--- config.mk ---
export PLATFORM = sky130hd
export DESIGN_NAME = rt_datapath
export DESIGN_NICKNAME = d
export VERILOG_FILES = /design/src/rtl/rt_datapath.sv
export SDC_FILE = /design/constraint.sdc
export NUM_CORES = 1
export LEC_CHECK = 0
export ABC_AREA = 1
export BUFFER_PORTS_ARGS = -buffer_cell sky130_fd_sc_hd__buf_2
export CAP_MARGIN = 20
export CORE_ASPECT_RATIO = 0.5
export CORE_MARGIN = 8
export CORE_UTILIZATION = 45
export DETAILED_ROUTE_END_ITERATION = 6
export GPL_ROUTABILITY_DRIVEN = 0
export GPL_TIMING_DRIVEN = 1
export PLACE_DENSITY = 0.7
export RECOVER_POWER = 25
export SETUP_SLACK_MARGIN = 0.1
export SYNTH_ARGS = -nofsm -noshare
export SYNTH_HDL_FRONTEND = slang
export SYNTH_SLANG_ARGS = --single-unit
--- constraint.sdc ---
create_clock -name clk -period 9.95 [get_ports clk]
set_clock_uncertainty 0.15 [all_clocks]
set_input_delay 0.4975 -clock clk [delete_from_list [all_inputs] [get_ports clk]]
set_output_delay 0.4975 -clock clk [all_outputs]
set_load 0.02 [all_outputs]
--- src/rtl/rt_datapath.sv ---
module rt_datapath #(
  parameter int W    = 8,
  parameter int NREG = 4
) (
  input  logic                  clk,
  input  logic                  rst,
  input  logic [$clog2(NREG)-1:0] sel_a,
  input  logic [$clog2(NREG)-1:0] sel_b,
  input  logic [NREG-1:0]       dst_en,
  input  logic [3:0]            opcode,
  input  logic                  sub_mode,
  input  logic                  cv_a,
  input  logic                  cv_b,
  input  logic [W-1:0]          ext_data,
  output logic [NREG*W-1:0]     reg_q,
  output logic                  zero,
  output logic                  carry
);
  localparam logic [3:0] OP_PASS = 4'd0,  OP_ADD = 4'd1,  OP_ADSB = 4'd2,  OP_RSUB = 4'd3;
  localparam logic [3:0] OP_NOT  = 4'd4,  OP_NEG = 4'd5,  OP_INC  = 4'd6,  OP_DEC  = 4'd7;
  localparam logic [3:0] OP_OR   = 4'd8,  OP_AND = 4'd9,  OP_XOR  = 4'd10, OP_SHL  = 4'd11;
  localparam logic [3:0] OP_SHR  = 4'd12, OP_LDX = 4'd13;

  logic [W-1:0] r [NREG];
  logic [W-1:0] bus_a, bus_b;
  logic [W-1:0] ax, ay, res;
  logic         acin, arith, op_ok, wr;
  logic [W:0]   sum;

  assign bus_a = r[sel_a];
  assign bus_b = r[sel_b];

  always_comb begin
    ax = bus_a; ay = bus_b; acin = 1'b0; arith = 1'b1;
    case (opcode)
      OP_ADD:  ;
      OP_ADSB: begin ay = sub_mode ? ~bus_b : bus_b; acin = sub_mode; end
      OP_RSUB: begin ax = bus_b; ay = ~bus_a; acin = 1'b1; end
      OP_NEG:  begin ax = '0; ay = ~bus_a; acin = 1'b1; end
      OP_INC:  begin ay = '0; acin = 1'b1; end
      OP_DEC:  ay = '1;
      default: arith = 1'b0;
    endcase
  end

  assign sum = {1'b0, ax} + {1'b0, ay} + {{W{1'b0}}, acin};

  always_comb begin
    op_ok = 1'b1;
    res   = sum[W-1:0];
    case (opcode)
      OP_PASS: res = bus_a;
      OP_NOT:  res = ~bus_a;
      OP_OR:   res = bus_a | bus_b;
      OP_AND:  res = bus_a & bus_b;
      OP_XOR:  res = bus_a ^ bus_b;
      OP_SHL:  res = {bus_a[W-2:0], 1'b0};
      OP_SHR:  res = {1'b0, bus_a[W-1:1]};
      OP_LDX:  res = ext_data;
      OP_ADD, OP_ADSB, OP_RSUB, OP_NEG, OP_INC, OP_DEC: ;
      default: begin op_ok = 1'b0; res = '0; end
    endcase
  end

  assign zero  = op_ok && (res == '0);
  assign carry = arith && sum[W];
  assign wr    = (cv_a | cv_b) & op_ok;

  always_ff @(posedge clk) begin
    for (int i = 0; i < NREG; i++) begin
      if (rst)                  r[i] <= '0;
      else if (wr && dst_en[i]) r[i] <= res;
    end
  end

  for (genvar g = 0; g < NREG; g++) begin : g_reg
    assign reg_q[g*W +: W] = r[g];

    // inhibited or unselected registers hold
    p_hold_r2: assert property (@(posedge clk) disable iff (rst)
      (!(cv_a || cv_b) || !dst_en[g]) |=> $stable(r[g]));
    // undefined opcodes write nothing
    p_undef_r13: assert property (@(posedge clk) disable iff (rst)
      (opcode >= 4'd14) |=> $stable(r[g]));
    // transfer copies the selected source
    p_xfer_r3: assert property (@(posedge clk) disable iff (rst)
      ((cv_a || cv_b) && dst_en[g] && opcode == OP_PASS) |=> r[g] == $past(bus_a));
    // left shift fills with zero
    p_shl_r10: assert property (@(posedge clk) disable iff (rst)
      ((cv_a || cv_b) && dst_en[g] && opcode == OP_SHL) |=> r[g][0] == 1'b0);
    // a written register is zero exactly when zero was flagged
    p_zero_r11: assert property (@(posedge clk) disable iff (rst)
      ((cv_a || cv_b) && dst_en[g] && opcode <= OP_LDX) |=> (r[g] == '0) == $past(zero));
  end
endmodule

==> flow_summary.toml <==
[placed_design]
pre_cts_slack_ps = 5520
io_buffers = 58
placed_area_um2 = 3670
detailed_place_hpwl_um = 7980
post-place-cells = 644

[cells_and_area]
post_route_cells_drive_above_1_share = 0.153
final_area_um2 = 3780
antennaDiodeCount = 0
register_area_um2 = 961
final_cell_mix = "sky130_fd_sc_hd__nand2_1 (158), sky130_fd_sc_hd__nor2_1 (67), sky130_fd_sc_hd__nand3_1 (56), sky130_fd_sc_hd__inv_1 (38), sky130_fd_sc_hd__buf_2 (34)"
reg_top3 = "r (32)"
top_register = "r"
final_cells = 652
largest_reg_flops = 32
layout.cells.most_common = "sky130_fd_sc_hd__nand2_1"
fin_nets = 605
area.growth.synth_to_final_pct = 12.9
fillers = 767
area_of_the_multi_input_gates_um2 = 2110

[pwr]
power.combinational.fraction = 0.399
clkPwrFrac = 0.267
switching_share = 0.398
seqPwrFrac = 0.334
power.switching_mw = 0.211
ir_worst_vdd_v = 0.000147
power_report.internal_total_mw = 0.320
totalPowerFinal_mw = 0.531
power_leakage_nw = 1.79
power_density_nw_per_um2 = 140

[clocking]
ctsHtreeMaxLevel = 2
clk_pin_slew_ps = 50
cts_tree = "done"
clk_latency_ps = 280
cts_made_buffers = 5
clk_root_buffer_cell = "sky130_fd_sc_hd__clkbuf_16"
post_cts.resized_instances = 0
max-clock-path-buffers = 2
postCtsSetupBuffers = 0
numClockSinks = 32
cts_hold_buf = 0

[synth]
syn-cell-area_um2 = 3350
synth_compound_area_frac = 0.0941
synth_top_flop_cell = "sky130_fd_sc_hd__edfxtp_1"
yosysWarningCount = 0
synth_cell_types = 36
synth.mux.area_fraction = 0
main_combinational_cell_family_by_area_after_synthesis = "simple AND/OR/NAND/NOR gates"
seq_area_frac_synth = 0.287
synth_area_leader_cell = "sky130_fd_sc_hd__edfxtp_1"
post_synth.cell_area_avg_um2 = 6.70
synth_async_sr_flop_share = 0
synthesis.instances = 500
synth_simple_gate_area_share = 0.437
synth_xor_xnor_area_share = 0
synthAdderAreaFrac = 0.0978
synth.ff_latch_count = 32
synth.area.top_cells = "sky130_fd_sc_hd__edfxtp_1 (29%), sky130_fd_sc_hd__nand2_1 (18%), sky130_fd_sc_hd__ha_1 (8.6%)"
synth-edff-count = 32
postSynthNetCount = 550
synthDominantCellAreaShare = 0.287

[detailed_routing]
vias_per_cell = 5.39
drc = 0
dr_total_vias = 3514
wl_um = 10000
drt_pre_antenna_iters = 5
drt_iter0_drc = 366
route.antenna.remaining_nets = 0
route.detailed.wl_per_inst_um = 15.4

[worst_setup_path]
timing.reg2reg.worst_path_depth = 17
worst_ep_required_time_ps = 9300
type_of_the_setup_path_with_the_least_slack = "input pin to primary output"
reg2reg_to = "r[0][2]$_SDFFCE_PN0P_"
launch_point_of_the_worst_reg_to_reg_path = "r[3][0]$_SDFFCE_PN0P_"
r2r_slack_ps = 6510
cp-start-kind = "input pin"
cp.arrival_ps = 3800
critPathMaxFanout = 18
critical_path.endpoint_type = "primary output"

[sta]
final-setup-viol-count = 0
timing.max_slew.rel_slack = 0.667
timing.fmax_mhz = 225
final_period_minus_worst_setup_slack_ps = 4450
postLayoutSetupSlackWorst_ps = 5500
count_of_final_max_slew_check_failures = 0
finalCritPeriodShare = 0.447
rsz0062_at_grt = "no"
final_hold_violation_count = 0
tightestPinTransition_ps = 497
final_tns_setup_ps = 0

[die]
ioPinCount = 59
floorplan.core_area_um2 = 7270
die_w_um = 138
die-area_um2 = 10600
starting_density_of_the_core = 0.461
die_y_um = 77.0
placementRows = 22

[grt]
global_route_wire_length_before_repair_um = 15800
vias_in_the_first_global_route = 3073
globalRouteTotalUtil = 0.179
grt_max_degree = 19
antenna_violations_before_repair = 0
gr-total-overflow = 0

[worst_hold_path]
worst_min_delay_path_endpoint = "r[2][5]$_SDFFCE_PN0P_"
worstHoldStart = "dst_en[2]"
worst_hold_path_type = "input pin to flop"
whs_path_depth = 3

[status]
outcome = "complete, no violations"

[run]
max_cap_violations = 0
-- final cells by class --
| type | count | area share |
|---|---|---|
| multi-input combinational | 407 | 0.557 |
| sequential | 32 | 0.254 |
| timing repair buffer | 58 | 0.0688 |
| inverter | 51 | 0.0519 |
| clock buffer | 5 | 0.0331 |
| tap | 96 | 0.0317 |
| clock inverter | 3 | 0.00364 |
-- cells in the mapped netlist, types with 2 or more instances --
cell type and n:
sky130_fd_sc_hd__o22ai_1 9, sky130_fd_sc_hd__o21ai_1 2, sky130_fd_sc_hd__buf_6 4, sky130_fd_sc_hd__nor2_1 67, sky130_fd_sc_hd__or2_2 2, sky130_fd_sc_hd__nor3_1 10, sky130_fd_sc_hd__ha_1 23, sky130_fd_sc_hd__o21ai_0 14
sky130_fd_sc_hd__nand3_2 3, sky130_fd_sc_hd__nand2_2 8, sky130_fd_sc_hd__a21oi_1 23, sky130_fd_sc_hd__nor2_4 4, sky130_fd_sc_hd__inv_2 11, sky130_fd_sc_hd__o211ai_1 3, sky130_fd_sc_hd__nor3_2 3, sky130_fd_sc_hd__nor2_2 8
sky130_fd_sc_hd__nand2_1 158, sky130_fd_sc_hd__buf_2 3, sky130_fd_sc_hd__nand3b_1 3, sky130_fd_sc_hd__fa_1 2, sky130_fd_sc_hd__edfxtp_1 32, sky130_fd_sc_hd__inv_1 38, sky130_fd_sc_hd__nand3_1 56, sky130_fd_sc_hd__nand2_4 2
-- logic make-up after synthesis --
family,Yosys count
AND/OR/NAND/NOR,327
flip-flops,32
adder cells (fa/ha/maj),25
AO/OA/AOI/OAI,55
buffers and inverters,61
-- metrics by stage --
stage | utilization | hold WS (ps)
floorplan | - | 752
global placement | 0.506 | 875
detailed placement | 0.506 | 871
CTS | 0.525 | 645
global route | 0.521 | 669
finish | 0.521 | 638
-- worst max-delay path, stage by stage --
cell                       delay, ps
sky130_fd_sc_hd__buf_2           100
sky130_fd_sc_hd__inv_1            70
sky130_fd_sc_hd__nor2_1          140
sky130_fd_sc_hd__inv_1           120
sky130_fd_sc_hd__o21ai_4         390
sky130_fd_sc_hd__a21oi_1         110
sky130_fd_sc_hd__nand2_1         120
sky130_fd_sc_hd__inv_2            80
sky130_fd_sc_hd__nor2_1          100
sky130_fd_sc_hd__a21oi_1          60
sky130_fd_sc_hd__fa_1            470
sky130_fd_sc_hd__fa_1            470
sky130_fd_sc_hd__or2_2           310
sky130_fd_sc_hd__nand3_1          80
sky130_fd_sc_hd__o211ai_1         80
sky130_fd_sc_hd__nor2_1          110
sky130_fd_sc_hd__nand2_1          80
sky130_fd_sc_hd__nor2_1           90
sky130_fd_sc_hd__nand3_1          80
sky130_fd_sc_hd__nor2_1           90
sky130_fd_sc_hd__buf_2           160
-- per-layer routing --
| metal | track usage | routed length (µm) | up-vias |
|---|---|---|---|
| met1 | 0.245 | 4660 | 1608 |
| met5 | 0 | 0 | - |
| met2 | 0.285 | 4540 | 142 |
| met4 | 0.0560 | 174 | 0 |
| met3 | 0.0246 | 660 | 15 |
| li1 | - | - | 1749 |
-- power by group through the flow --
stage               clock [mW]  combinational, mW  sequential, mW
floorplan                    0              0.138           0.190
finish                   0.142              0.212           0.177
detailed placement           0              0.210           0.179
global placement             0              0.209           0.179
global route             0.149              0.237           0.178
CTS                      0.141              0.211           0.176
-- worst max path at each step --
| stage | start | end | slack, ps | cells after the start |
|---|---|---|---|---|
| finish | opcode[2] | zero | 5500 | 21 |
| detailed placement | opcode[2] | zero | 5520 | 21 |
| floorplan | sel_b[0] | zero | 5890 | 21 |
| CTS | opcode[2] | zero | 5520 | 21 |
| global placement | opcode[2] | zero | 5580 | 21 |
| global route | opcode[2] | zero | 5210 | 21 |
Note: power is estimated with default switching activity, not from simulation.
